`src/rtl/cpd_pkg.sv`:
```
`timescale 1ns/1ps
package cpd_pkg;

  localparam int CTL_W     = 16;
  localparam int SEL_W     = 5;
  localparam int ADDR_W    = 17;
  localparam int ADDR_LO_W = 16;

  localparam logic [3:0] CODE_VRAM_WR = 4'b0001;

  typedef struct packed {
    logic              wide;
    logic [3:0]        code;
    logic [ADDR_W-1:0] addr;
  } target_t;

  // hi: upper command half; lo_code: lower half bits [5:4];
  // lo_addr: lower half bits [2:0]
  function automatic target_t decode_cmd(input logic [CTL_W-1:0] hi,
                                         input logic [1:0]       lo_code,
                                         input logic [2:0]       lo_addr,
                                         input logic             wide_en);
    target_t t;
    t.code = {lo_code, hi[15:14]};
    t.addr = {lo_addr[2], lo_addr[1:0], hi[13:0]};
    t.wide = wide_en && (t.code == CODE_VRAM_WR);
    return t;
  endfunction

endpackage

```
`src/rtl/cpd_regfile.sv`:
```
`timescale 1ns/1ps
module cpd_regfile #(
  parameter int NUM_REGS = 24,
  parameter int REG_W    = 8,
  parameter int SEL_W    = 5,
  parameter int MODE_IDX = 1,
  parameter int STEP_IDX = 15,
  parameter int WIDE_BIT = 7,
  parameter int GATE_BIT = 4
) (
  input  logic             clk,
  input  logic             rst_n,
  input  logic             wr_en,
  input  logic [SEL_W-1:0] wr_sel,
  input  logic [REG_W-1:0] wr_val,
  input  logic [SEL_W-1:0] rd_sel,
  output logic [REG_W-1:0] rd_val,
  output logic             mode_wide,
  output logic             mode_gate,
  output logic [REG_W-1:0] step_val
);

  localparam int FLAT_W = NUM_REGS * REG_W;

  logic [FLAT_W-1:0]   flat;
  logic [NUM_REGS-1:0] hit;

  for (genvar g = 0; g < NUM_REGS; g++) begin : gen_reg
    logic [REG_W-1:0] q;
    logic [REG_W-1:0] d;

    assign hit[g] = wr_en && (wr_sel == SEL_W'(g));

    always_comb begin
      d = q;
      if (hit[g]) d = wr_val;
    end

    always_ff @(posedge clk or negedge rst_n) begin
      if (!rst_n)      q <= '0;
      else if (hit[g]) q <= d;
    end

    assign flat[g*REG_W +: REG_W] = q;
  end

  always_comb begin
    rd_val = '0;
    for (int i = 0; i < NUM_REGS; i++) begin
      if (rd_sel == SEL_W'(i)) rd_val = flat[i*REG_W +: REG_W];
    end
  end

  assign mode_wide = flat[MODE_IDX*REG_W + WIDE_BIT];
  assign mode_gate = flat[MODE_IDX*REG_W + GATE_BIT];
  assign step_val  = flat[STEP_IDX*REG_W +: REG_W];

  AST_REG_HOLD: assert property (@(posedge clk) disable iff (!rst_n)
    !wr_en |=> $stable(flat));
  AST_REG_HIGH_IGNORED: assert property (@(posedge clk) disable iff (!rst_n)
    (wr_en && (int'(wr_sel) >= NUM_REGS)) |=> $stable(flat));
  AST_REG_ONE_HIT: assert property (@(posedge clk) disable iff (!rst_n)
    $onehot0(hit));

endmodule

```
`src/rtl/cpd_cmd_latch.sv`:
```
`timescale 1ns/1ps
module cpd_cmd_latch
  import cpd_pkg::*;
(
  input  logic             clk,
  input  logic             rst_n,
  input  logic             ctl_wr,
  input  logic [CTL_W-1:0] ctl_data,
  input  logic             dat_acc,
  input  logic             dma_gate,
  input  logic             wide_en,
  output logic             reg_wr,
  output logic             decode_now,
  output logic             pending_q,
  output logic             dma_start_q,
  output target_t          dec_nx,
  output target_t          dec_q
);

  logic [2*CTL_W-1:0] cmd_q, cmd_d;
  logic               pending_d, dma_d, cmd_en;
  logic               reg_form, first_wr, second_wr, flush;
  logic [CTL_W-1:0]   low_gated;

  assign reg_form  = (ctl_data[15:14] == 2'b10);
  assign reg_wr    = ctl_wr && !pending_q && reg_form;
  assign first_wr  = ctl_wr && !pending_q && !reg_form;
  assign second_wr = ctl_wr && pending_q;
  assign flush     = dat_acc && !ctl_wr && pending_q;
  assign decode_now = second_wr || flush;

  // DMA bit of the lower half keeps its latched value when the gate is off
  assign low_gated = {ctl_data[15:8], (dma_gate ? ctl_data[7] : cmd_q[7]),
                      ctl_data[6:0]};

  assign cmd_en = first_wr || second_wr || dma_start_q;

  always_comb begin
    cmd_d = cmd_q;
    if (dma_start_q) cmd_d[7] = 1'b0;
    if (first_wr)  cmd_d[2*CTL_W-1:CTL_W] = ctl_data;
    if (second_wr) cmd_d[CTL_W-1:0] = low_gated;
  end

  always_comb begin
    pending_d = pending_q;
    if (first_wr)        pending_d = 1'b1;
    else if (decode_now) pending_d = 1'b0;
  end

  assign dma_d = second_wr && low_gated[7];

  always_ff @(posedge clk or negedge rst_n) begin
    if (!rst_n)      cmd_q <= '0;
    else if (cmd_en) cmd_q <= cmd_d;
  end

  always_ff @(posedge clk or negedge rst_n) begin
    if (!rst_n) begin
      pending_q   <= 1'b0;
      dma_start_q <= 1'b0;
    end else begin
      pending_q   <= pending_d;
      dma_start_q <= dma_d;
    end
  end

  assign dec_nx = decode_cmd(cmd_d[2*CTL_W-1:CTL_W], cmd_d[5:4], cmd_d[2:0], wide_en);
  assign dec_q  = decode_cmd(cmd_q[2*CTL_W-1:CTL_W], cmd_q[5:4], cmd_q[2:0], wide_en);

  AST_FIRST_SETS_PEND: assert property (@(posedge clk) disable iff (!rst_n)
    first_wr |=> pending_q);
  AST_DECODE_CLEARS_PEND: assert property (@(posedge clk) disable iff (!rst_n)
    decode_now |=> !pending_q);
  AST_DMA_PULSE: assert property (@(posedge clk) disable iff (!rst_n)
    dma_start_q |=> !dma_start_q);
  AST_DMA_GATED: assert property (@(posedge clk) disable iff (!rst_n)
    $rose(dma_start_q) |-> ($past(dma_gate) && $past(pending_q)));
  AST_REG_NOT_WHILE_PEND: assert property (@(posedge clk) disable iff (!rst_n)
    reg_wr |-> !pending_q);

endmodule

```
`src/rtl/cpd_addr_step.sv`:
```
`timescale 1ns/1ps
module cpd_addr_step
  import cpd_pkg::*;
#(
  parameter int REG_W = 8
) (
  input  logic             clk,
  input  logic             rst_n,
  input  logic             load,
  input  target_t          load_tgt,
  input  logic             step,
  input  logic             clr,
  input  logic [REG_W-1:0] step_val,
  output target_t          tgt_q
);

  target_t            base, tgt_d;
  logic [ADDR_LO_W:0] sum;
  logic               en;

  assign en   = load || step || clr;
  assign base = load ? load_tgt : tgt_q;
  assign sum  = {1'b0, base.addr[ADDR_LO_W-1:0]} + (ADDR_LO_W+1)'(step_val);

  always_comb begin
    tgt_d = base;
    if (clr) begin
      tgt_d.code = '0;
      tgt_d.wide = 1'b0;
    end
    if (step) begin
      tgt_d.addr[ADDR_LO_W-1:0] = sum[ADDR_LO_W-1:0];
      tgt_d.addr[ADDR_LO_W]     = base.addr[ADDR_LO_W] ^ sum[ADDR_LO_W];
    end
  end

  always_ff @(posedge clk or negedge rst_n) begin
    if (!rst_n)  tgt_q <= '0;
    else if (en) tgt_q <= tgt_d;
  end

  AST_STEP_ZERO_HOLDS: assert property (@(posedge clk) disable iff (!rst_n)
    (step && !load && (step_val == '0)) |=> $stable(tgt_q));
  AST_STEP_KEEPS_CODE: assert property (@(posedge clk) disable iff (!rst_n)
    (step && !load) |=> ($stable(tgt_q.code) && $stable(tgt_q.wide)));
  AST_CLR_CODE: assert property (@(posedge clk) disable iff (!rst_n)
    clr |=> ((tgt_q.code == 4'd0) && !tgt_q.wide && $stable(tgt_q.addr)));
  AST_IDLE_HOLDS: assert property (@(posedge clk) disable iff (!rst_n)
    !(load || step || clr) |=> $stable(tgt_q));

endmodule

```
`src/rtl/ctl_word_decoder.sv`:
```
`timescale 1ns/1ps
module ctl_word_decoder
  import cpd_pkg::*;
#(
  parameter int NUM_REGS = 24,
  parameter int REG_W    = 8,
  parameter int MODE_REG = 1,
  parameter int STEP_REG = 15,
  parameter int WIDE_BIT = 7,
  parameter int GATE_BIT = 4
) (
  input  logic              clk,
  input  logic              rst_n,
  input  logic              ctl_wr,
  input  logic [15:0]       ctl_data,
  input  logic              dat_acc,
  input  logic [4:0]        reg_sel,
  output logic [REG_W-1:0]  reg_val,
  output logic              cmd_pending,
  output logic              dma_start,
  output logic [3:0]        acc_code,
  output logic              acc_wide,
  output logic [16:0]       acc_addr,
  output logic [3:0]        eff_code,
  output logic              eff_wide,
  output logic [16:0]       eff_addr
);

  logic             reg_wr, decode_now, pending_q, dma_start_q;
  logic             mode_wide, mode_gate, step_en;
  logic [REG_W-1:0] step_val;
  target_t          dec_nx, dec_q, tgt_q, eff;

  cpd_regfile #(
    .NUM_REGS (NUM_REGS),
    .REG_W    (REG_W),
    .SEL_W    (SEL_W),
    .MODE_IDX (MODE_REG),
    .STEP_IDX (STEP_REG),
    .WIDE_BIT (WIDE_BIT),
    .GATE_BIT (GATE_BIT)
  ) u_regs (
    .clk       (clk),
    .rst_n     (rst_n),
    .wr_en     (reg_wr),
    .wr_sel    (ctl_data[12:8]),
    .wr_val    (REG_W'(ctl_data[7:0])),
    .rd_sel    (reg_sel),
    .rd_val    (reg_val),
    .mode_wide (mode_wide),
    .mode_gate (mode_gate),
    .step_val  (step_val)
  );

  cpd_cmd_latch u_cmd (
    .clk         (clk),
    .rst_n       (rst_n),
    .ctl_wr      (ctl_wr),
    .ctl_data    (ctl_data),
    .dat_acc     (dat_acc),
    .dma_gate    (mode_gate),
    .wide_en     (mode_wide),
    .reg_wr      (reg_wr),
    .decode_now  (decode_now),
    .pending_q   (pending_q),
    .dma_start_q (dma_start_q),
    .dec_nx      (dec_nx),
    .dec_q       (dec_q)
  );

  assign step_en = dat_acc && !ctl_wr;

  cpd_addr_step #(
    .REG_W (REG_W)
  ) u_addr (
    .clk      (clk),
    .rst_n    (rst_n),
    .load     (decode_now),
    .load_tgt (dec_nx),
    .step     (step_en),
    .clr      (reg_wr),
    .step_val (step_val),
    .tgt_q    (tgt_q)
  );

  assign eff = pending_q ? dec_q : tgt_q;

  assign cmd_pending = pending_q;
  assign dma_start   = dma_start_q;
  assign acc_code    = tgt_q.code;
  assign acc_wide    = tgt_q.wide;
  assign acc_addr    = tgt_q.addr;
  assign eff_code    = eff.code;
  assign eff_wide    = eff.wide;
  assign eff_addr    = eff.addr;

  AST_WIDE_ONLY_VRAM: assert property (@(posedge clk) disable iff (!rst_n)
    acc_wide |-> (acc_code == CODE_VRAM_WR));
  AST_FLUSH_LOADS_EFF: assert property (@(posedge clk) disable iff (!rst_n)
    (pending_q && dat_acc && !ctl_wr && (step_val == '0)) |=>
      (acc_addr == $past(eff_addr) && acc_code == $past(eff_code)));

endmodule

```
`config.mk`:
```
export PLATFORM = sky130hd
export DESIGN_NAME = ctl_word_decoder
export DESIGN_NICKNAME = d
export VERILOG_FILES = /design/src/rtl/cpd_pkg.sv /design/src/rtl/cpd_regfile.sv /design/src/rtl/cpd_cmd_latch.sv /design/src/rtl/cpd_addr_step.sv /design/src/rtl/ctl_word_decoder.sv
export SDC_FILE = /design/constraint.sdc
export NUM_CORES = 1
export LEC_CHECK = 0
export ABC_CLOCK_PERIOD_IN_PS = 8700
export BUFFER_PORTS_ARGS = -buffer_cell sky130_fd_sc_hd__buf_2
export CAP_MARGIN = 20
export CORE_MARGIN = 2
export CORE_UTILIZATION = 40
export DETAILED_ROUTE_END_ITERATION = 16
export GPL_ROUTABILITY_DRIVEN = 0
export PLACE_DENSITY = 0.64
export SLEW_MARGIN = 40
export SYNTH_ARGS = -nofsm -noshare
export SYNTH_HDL_FRONTEND = slang
export SYNTH_HIERARCHICAL = 1
export SYNTH_SLANG_ARGS = --single-unit
```
`constraint.sdc`:
```
create_clock -name clk -period 8.7 [get_ports clk]
set_input_delay 1.74 -clock clk [delete_from_list [all_inputs] [get_ports clk]]
set_output_delay 1.74 -clock clk [all_outputs]
set_load 0.01 [all_outputs]
```
==> summary.txt, run 1 <==
Nets = 1137
Sequential Area = 5956 um^2
DR DRC count = 0
core footprint = 31720 um^2
routed wl met2 = 14.49 mm
HP Class = reg -> reg
pwr/cell area = 213.0 nW/um^2
area occupied by multi-input gates = 6351 um^2
Ports = 79
hpwl dp = 21.75 mm
WP data arrival = 4340 ps
Post-synth EDFFs = 0
Tot GR Track Use = 19.92%
CTS tree = done
final hold violations = 0
hold_buf cts = 0
placed inst area = 13310 um^2
M1 wire length = 15.93 mm
Slowest Stage Delay on Critical Path = 570 ps
Final WS setup = 2617 ps
WP data required = 6960 ps
IO buf count = 78
Reg clk slew, reported paths = 60 ps
Main synth FF type = dfrtp_1
Post-CTS Setup Bufs = 0
clk_skew = 4.939 ps
grt total ovfl = 0
synthesized area = 12920 um^2
Num Clock Sinks = 238
DP Cell Count = 1477
layout cells sized above 1 = 38.70%
largest net degree at the start of global routing = 89
Gate Count Post-Synth = 1083
final cell count without fillers = 1521
Critical Path, Cell by Cell = buf_4 -> buf_4 -> mux4_2 -> a21oi_1 -> a21boi_1 -> o31ai_1 -> nand2_1 -> buf_2
Root Buffer = clkbuf_16
RSZ-0062 raised after global routing = false
antenna-violating nets left = 0
syn nets = 1117
most frequent cell after synthesis = mux2_2
Post-CTS Resized = 0
die width = 183.7 um
status = completed
P_leak = 6.553 nW
Clock Path Buffers = 3
Slew Limit Fails = 0
Max-Cap Viols = 0
number of global-route vias before repair = 8909
wire length on met3 = 2.427 mm
CP Launch Type = primary input
fmax = 0.1644 GHz
Critical Path Slowest Stage Cell = mux4_2
area grow syn2layout = 9.318%
Worst-Skew Late Latency = 530 ps
post-route cell area = 14120 um^2
area leader, netlist = dfrtp_1
n_diodes = 0
final setup vio count = 0
Max Used Layer = met4
DR pass1 iterations = 5
Crit Path Class = in -> out
minimum clock period = 6083 ps
DP Worst Slack = 2590 ps
initial DRC count = 644
Synthesis Warnings = 6
WL final = 33.66 mm
Worst Max-Slew Pin Slew = 836.1 ps
H-tree depth = 1
via count = 9000
Avg Cell Area, Syn = 11.93 um^2
synthesized flop and latch total = 238
Setup crit end kind = output port
fillers = 2977
Fin Setup TNS = 0 ps
initial antenna violation count = 0
routed len/inst = 22.13 um
fraction of registers with async set/reset = 100.0%
TritonCTS buffer count = 26
Critical Path Fanout Max = 49
die height = 183.7 um
Synth cell types = 80
Seq/Total Area, Yosys = 46.11%
Worst path top cell family by delay = buffers and inverters
Yosys top cell area share = 46.11%
Die ar. = 33750 um^2
first-pass GRT wire length = 52.46 mm
Crit path top cell by count = buf_4
period utilization = 69.92%
Worst IR Drop VDD = 132.9 uV
vias per std cell = 5.917
top post-synthesis cells by area = dfrtp_1 (46%), mux2_2 (23%), mux2i_1 (3.3%)
Initial Utilization = 40.73%
Row Count = 65
synth cell count leaders = mux2_2 (263), dfrtp_1 (238), a21oi_1 (56), nand2_1 (50)
Critical path buffers and inverters = 3
slew margin rel. = 44.14%
[final cells by class]
type	instances	area share, %
Tap cell	402	3.562
Timing Repair Buffer	86	3.349
Clock inverter	6	0.2392
Sequential cell	238	42.18
Multi-Input combinational cell	741	44.98
Inverter	10	0.2658
Clock buffer	38	5.432
[registers in the layout (all words and copies together) (netlist names)]
name	count
u_cmd/pending_q	1
u_regs/step_val	8
u_cmd/cmd_q	22
u_addr/tgt_q	22
u_regs/gen.q	184
u_cmd/dma_start_q	1
[metal layers]
| layer | global-route usage (%) | vias to the layer above |
|---|---|---|
| met2 | 30.37 | 346 |
| met3 | 3.071 | 54 |
| li1 | - | 3995 |
| met1 | 29.63 | 4605 |
| met4 | 4.992 | 0 |
| met5 | 0 | - |
[worst paths after layout]
path / start / end / slack (ps) / depth (start not counted)
max: reg_sel[0] / reg_val[4] / 2620 / 8
min: u_regs/gen_reg[16].q[7]$_DFFE_PN0P_ / u_regs/gen_reg[16].q[7]$_DFFE_PN0P_ / 500 / 1
max reg2reg: u_cmd/pending_q$_DFFE_PN0P_ / u_addr/tgt_q[16]$_DFFE_PN0P_ / 4780 / 13
min reg2reg: u_regs/gen_reg[16].q[7]$_DFFE_PN0P_ / u_regs/gen_reg[16].q[7]$_DFFE_PN0P_ / 500 / 1
max in group asynchronous: rst_n / u_addr/tgt_q[17]$_DFFE_PN0P_ / 6310 / 2
min in group asynchronous: rst_n / u_regs/gen_reg[22].q[6]$_DFFE_PN0P_ / 1210 / 1
[power by group]
part	internal (mW)	total, mW	switching [mW]	leakage, nW
Clock	0.606	1.05	0.442	0.400
Sequential	1.23	1.32	0.0939	3.18
Combinational	0.298	0.636	0.338	2.97
Total	2.14	3.01	0.873	6.55
[logic make-up (layout without fill, tap and decap cells)]
kind of cell / count (synthesis) / after routing / synth area share, %
AO/OA/AOI/OAI: 196 / 196 / 9.967
flip-flops: 238 / 238 / 46.11
adder cells (fa/ha/maj): 9 / 9 / 0.9299
AND/OR/NAND/NOR: 200 / 200 / 8.660
multiplexers: 322 / 322 / 28.54
XOR/XNOR: 14 / 14 / 0.9492
buffers and inverters: 104 / 140 / 4.853
[placed cells by master (no fill, tap or decap), types with 10 or more instances in the layout]
| master | n |
|---|---|
| dfrtp_1 | 238 |
| xor2_1 | 10 |
| buf_2 | 75 |
| inv_1 | 10 |
| a22oi_1 | 11 |
| o21ai_0 | 35 |
| nor2_1 | 42 |
| nor3_1 | 12 |
| mux2_2 | 263 |
| nand2b_1 | 14 |
| clkbuf_16 | 27 |
| mux2i_1 | 42 |
| nand2_1 | 50 |
| a21oi_1 | 56 |
| nor2b_1 | 11 |
| nand3_1 | 12 |
[metrics by stage]
stage          total power [mW]  utilization (%)  hold slack, ps
4_1_cts                   3.034            44.50           502.4
6_report                  3.008            44.52           503.2
3_3_place_gp              1.963            41.93           480.4
2_1_floorplan             1.787                -           470.6
5_1_grt                   3.155            44.52           512.5
3_5_place_dp              1.974            41.98           487.9
Note: power is estimated with default switching activity, not from simulation.
==> inputs of run 2 (changes only) <==
- ABC_CLOCK_PERIOD_IN_PS: 8700 -> 5370
- PLACE_DENSITY: 0.64 -> 0.66
- clock period: 8.7 -> 5.37 ns (I/O delays scaled with it)
==> run 2 against run 1 <==
Worst hold slack worse by 35 ps; design area is 1.5% higher; critical path type unchanged; global-route usage is 0.57 points higher; first-iteration DRC count is 18% higher; total power is 68% higher; largest power group unchanged; combinational power is 65% higher.
==> summary.txt, run 2 (synthesis results as in run 1) <==
status = completed
Post-CTS Setup Bufs = 0
HP Class = in -> async
DP Cell Count = 1493
final setup vio count = 0
combinational power share = 20.7%
fillers = 2926
routed len/inst = 22.58 um
first-pass GRT wire length = 53.95 mm
initial antenna violation count = 0
hpwl dp = 22.89 mm
fmax = 0.2290 GHz
Slew Limit Fails = 0
total power = 5.054 mW
die height = 183.7 um
Worst Max-Slew Pin Slew = 794.0 ps
Critical Path, Cell by Cell = buf_4 -> buf_4 -> nand2b_1 -> o21ai_0 -> nand2_1 -> a311oi_1 -> o22ai_1 -> o211ai_1 -> buf_2
IO buf count = 78
biggest regs = u_regs/gen.q x184, u_addr/tgt_q x22, u_cmd/cmd_q x22
Crit Path Class = in -> out
Biggest register = u_regs/gen.q
largest net degree at the start of global routing = 73
layout cells sized above 1 = 39.79%
Crit path top cell by count = buf_4
final cell count without fillers = 1538
Nets = 1152
WHS = 467.7 ps
Clock Path Buffers = 3
Slowest Stage Delay on Critical Path = 470 ps
H-tree depth = 1
most common cell after layout, fill and taps aside = mux2_2
via count = 9062
Critical Path Slowest Stage Cell = buf_4
Final WS setup = 1003 ps
Fin Setup TNS = 0 ps
Die ar. = 33750 um^2
Tot GR Track Use = 20.49%
hold_buf cts = 0
sequential share of power = 42.4%
Root Buffer = clkbuf_16
core footprint = 31720 um^2
Row Count = 65
CTS tree = done
Initial Utilization = 40.73%
grt total ovfl = 0
Sw Share = 28.46%
die width = 183.7 um
RSZ-0062 raised after global routing = false
DR pass1 iterations = 5
n_diodes = 0
final hold violations = 0
placed inst area = 13450 um^2
WL final = 34.73 mm
P_leak = 6.658 nW
number of global-route vias before repair = 8937
antenna-violating nets left = 0
Post-CTS Resized = 0
DR DRC count = 0
pwr/cell area = 352.6 nW/um^2
Worst IR Drop VDD = 216.9 uV
slew margin rel. = 46.78%
Clk pwr share = 36.9%
Worst-Skew Late Latency = 530 ps
post-route cell area = 14330 um^2
initial DRC count = 759
TritonCTS buffer count = 25
net load switching power = 1.439 mW
area grow syn2layout = 10.95%
Setup crit end kind = output port
clk_skew = 12.49 ps
WP data required = 4300 ps
WP data arrival = 3290 ps
Reg clk slew, reported paths = 60 ps
most frequent cells in the layout = mux2_2 (263), dfrtp_1 (238), buf_2 (75)
utilization after layout = 45.18%
Ports = 79
vias per std cell = 5.892
Num Clock Sinks = 238
period utilization = 81.32%
Largest register FFs = 184
minimum clock period = 4367 ps
Max-Cap Viols = 0
CP Launch Type = primary input
Internal = 3.615 mW
Critical Path Fanout Max = 46
DP Worst Slack = 1006 ps
## run 2: cell count changes in the layout (fill, tap and decap cells not counted)
cell        previous run  this run
buf_4                  8        25
bufinv_16              0         4
clkinv_2               5         2
clkinvlp_4             0         3
buf_6                  2         0
clkbuf_1               6         4
clkbuf_16             27        25
buf_16                 0         1
clkbuf_8               5         6
clkinv_4               0         1
inv_6                  1         0
nor3b_2                1         2
nor3b_4                1         0
## run 2: final cells by class
class / count / area, um^2 / share of cell area (%)
well taps: 402 / 503.0 / 3.510
repair buffers: 102 / 605.6 / 4.226
flip-flops and latches: 238 / 5956 / 41.56
clock buffers: 35 / 723.2 / 5.046
multi-input cells: 741 / 6345 / 44.27
clock inverters: 10 / 161.4 / 1.126
inverters: 10 / 37.54 / 0.2619
## run 2: power groups by stage
stage	Clock [mW]	Sequential [mW]	Combinational [mW]
after global routing	1.97	2.17	1.14
after detailed placement	0	2.17	1.04
after global placement	0	2.16	1.02
final	1.86	2.14	1.05
after CTS	1.91	2.14	1.05
after floorplan	0	2.16	0.732
## run 2: worst paths after layout
check / start / endpoint / slack, ps / cells past startpoint
min in group clk: u_regs/gen_reg[18].q[2]$_DFFE_PN0P_ / u_regs/gen_reg[18].q[2]$_DFFE_PN0P_ / 500 / 1
setup / recovery: reg_sel[1] / reg_val[6] / 1000 / 9
max in group asynchronous: rst_n / u_regs/gen_reg[17].q[7]$_DFFE_PN0P_ / 3870 / 2
setup reg to reg: u_cmd/pending_q$_DFFE_PN0P_ / u_addr/tgt_q[15]$_DFFE_PN0P_ / 1720 / 12
hold reg to reg: u_regs/gen_reg[18].q[2]$_DFFE_PN0P_ / u_regs/gen_reg[18].q[2]$_DFFE_PN0P_ / 500 / 1
hold / removal: rst_n / u_addr/tgt_q[17]$_DFFE_PN0P_ / 470 / 1
## run 2: layer usage
layer | vias up | routed length [um] | global-route usage [%]
met5 | - | 0 | 0
met4 | 0 | 703 | 4.576
met3 | 64 | 2291 | 2.813
met2 | 348 | 15520 | 31.40
met1 | 4626 | 16220 | 30.78
li1 | 4024 | - | -
## run 2: critical path: cells and delay by family
kind | cells | cell delay, ps
AO/OA/AOI/OAI | 4 | 990
AND/OR/NAND/NOR | 2 | 300
buffers and inverters | 3 | 900
==> inputs of run 3 (changes only) <==
- ABC_CLOCK_PERIOD_IN_PS: 5370 -> 4000
- clock period: 5.37 -> 4 ns (I/O delays scaled with it)
==> run 3 against run 2 <==
Critical endpoint is now reg_val[2]; sequential share of layout area decreased by 0.80 points; largest power group unchanged; non-clock buffer count grew 20; design area increased by 2.0%; largest cell class unchanged; register-to-register slack worse by 970 ps; routed wire length about the same; worst hold slack worse by 250 ps; via count is 0.77% higher.
==> summary.txt, run 3 (synthesis results as in run 1) <==
slew margin rel. = 44.00%
Die ar. = 33750 um^2
Max-Cap Viols = 0
placed inst area = 13610 um^2
most common cell after layout, fill and taps aside = mux2_2
Critical Path Fanout Max = 26
H-tree depth = 1
Reg clk slew, reported paths = 60 ps
hold_buf cts = 0
WP data required = 3200 ps
antenna-violating nets left = 0
biggest regs = u_regs/gen.q x184, u_addr/tgt_q x22, u_cmd/cmd_q x22
total power = 7.094 mW
CP Launch Type = primary input
via count = 9132
die height = 183.7 um
layout cells sized above 1 = 40.93%
final setup vio count = 0
clk_skew = 8.087 ps
DP Worst Slack = 220.2 ps
fmax = 0.2665 GHz
sequential share of power = 40.7%
largest net degree at the start of global routing = 86
Slew Limit Fails = 0
Post-CTS Resized = 0
Setup crit end kind = output port
TritonCTS buffer count = 26
Worst R2R Path Depth = 12
Worst Max-Slew Pin Slew = 835.4 ps
routed len/inst = 22.26 um
WL final = 34.73 mm
Num Clock Sinks = 238
combinational power share = 20.1%
Sw Share = 27.58%
Largest register FFs = 184
HP Class = in -> async
die width = 183.7 um
vias per std cell = 5.854
Fin Setup TNS = 0 ps
Final WS setup = 248.2 ps
Ports = 79
area grow syn2layout = 13.13%
Clk pwr share = 39.2%
Clock Path Buffers = 3
post-route cell area = 14610 um^2
Crit Path Class = in -> out
Internal = 5.137 mW
Worst IR Drop VDD = 297.0 uV
period utilization = 93.79%
Row Count = 65
Initial Utilization = 40.73%
most frequent cells in the layout = mux2_2 (263), dfrtp_1 (238), buf_2 (75)
Root Buffer = clkbuf_16
core footprint = 31720 um^2
CTS tree = done
number of global-route vias before repair = 9006
initial DRC count = 790
n_diodes = 0
P_leak = 6.835 nW
net load switching power = 1.957 mW
status = completed
RSZ-0062 raised after global routing = false
DR pass1 iterations = 5
first-pass GRT wire length = 54.04 mm
Nets = 1173
final hold violations = 0
WP data arrival = 2950 ps
pwr/cell area = 485.4 nW/um^2
grt total ovfl = 0
IO buf count = 78
Tot GR Track Use = 20.65%
Post-CTS Setup Bufs = 0
minimum clock period = 3752 ps
hpwl dp = 23.23 mm
Worst-Skew Late Latency = 540 ps
initial antenna violation count = 0
DR DRC count = 0
Biggest register = u_regs/gen.q
-- run 3: final timing paths --
check / from / to / slack (ps)
worst max register to register: u_cmd/pending_q$_DFFE_PN0P_ / u_addr/tgt_q[12]$_DFFE_PN0P_ / 750
max in group asynchronous: rst_n / u_regs/gen_reg[22].q[5]$_DFFE_PN0P_ / 2830
worst min register to register: u_regs/gen_reg[4].q[5]$_DFFE_PN0P_ / u_regs/gen_reg[4].q[5]$_DFFE_PN0P_ / 500
worst max-delay path: reg_sel[2] / reg_val[2] / 250
worst min-delay path: rst_n / u_cmd/cmd_q[31]$_DFFE_PN0P_ / 220
min in group clk: u_regs/gen_reg[4].q[5]$_DFFE_PN0P_ / u_regs/gen_reg[4].q[5]$_DFFE_PN0P_ / 500
-- run 3: power groups by stage --
stage	clock, mW	sequential [mW]	combinational [mW]
after global routing	2.93	2.92	1.56
after detailed placement	0	2.92	1.42
after floorplan	0	2.90	0.983
after global placement	0	2.91	1.40
final	2.78	2.88	1.43
after CTS	2.82	2.88	1.43
-- run 3: cell type report --
class,count,area [um^2]
Fill cell,2892,17100
Multi-Input combinational cell,741,6340
Sequential cell,238,5956
Timing Repair Buffer,122,773.2
Clock buffer,35,765.7
Tap cell,402,503.0
Clock inverter,12,239.0
Inverter,10,37.54
-- run 3: worst max-delay path: stages --
cell,delay [ps]
buf_2,420
buf_4,270
nor2_1,80
a2111oi_0,530
buf_4,200
a211oi_1,50
o21a_1,130
o221ai_1,160
nand2_1,140
buf_2,170
-- run 3: stage by stage --
stage                     hold slack [ps]  utilization [%]  cells
after floorplan                     470.6                -   1083
after global routing                298.3            46.08   1560
after CTS                           271.8            46.07   1560
final                               221.5            46.08   1560
after detailed placement            484.5            42.90   1513
after global placement              479.6            42.90   1513
-- run 3: per-layer routing --
metal	part of all wire, %	routed length, um	GRT usage, %	vias up
met4	2.3	785	4.576	0
li1	-	-	-	4065
met2	45	15670	32.62	353
met5	0	0	0	-
met3	6.6	2292	3.150	58
met1	46	15990	29.98	4656
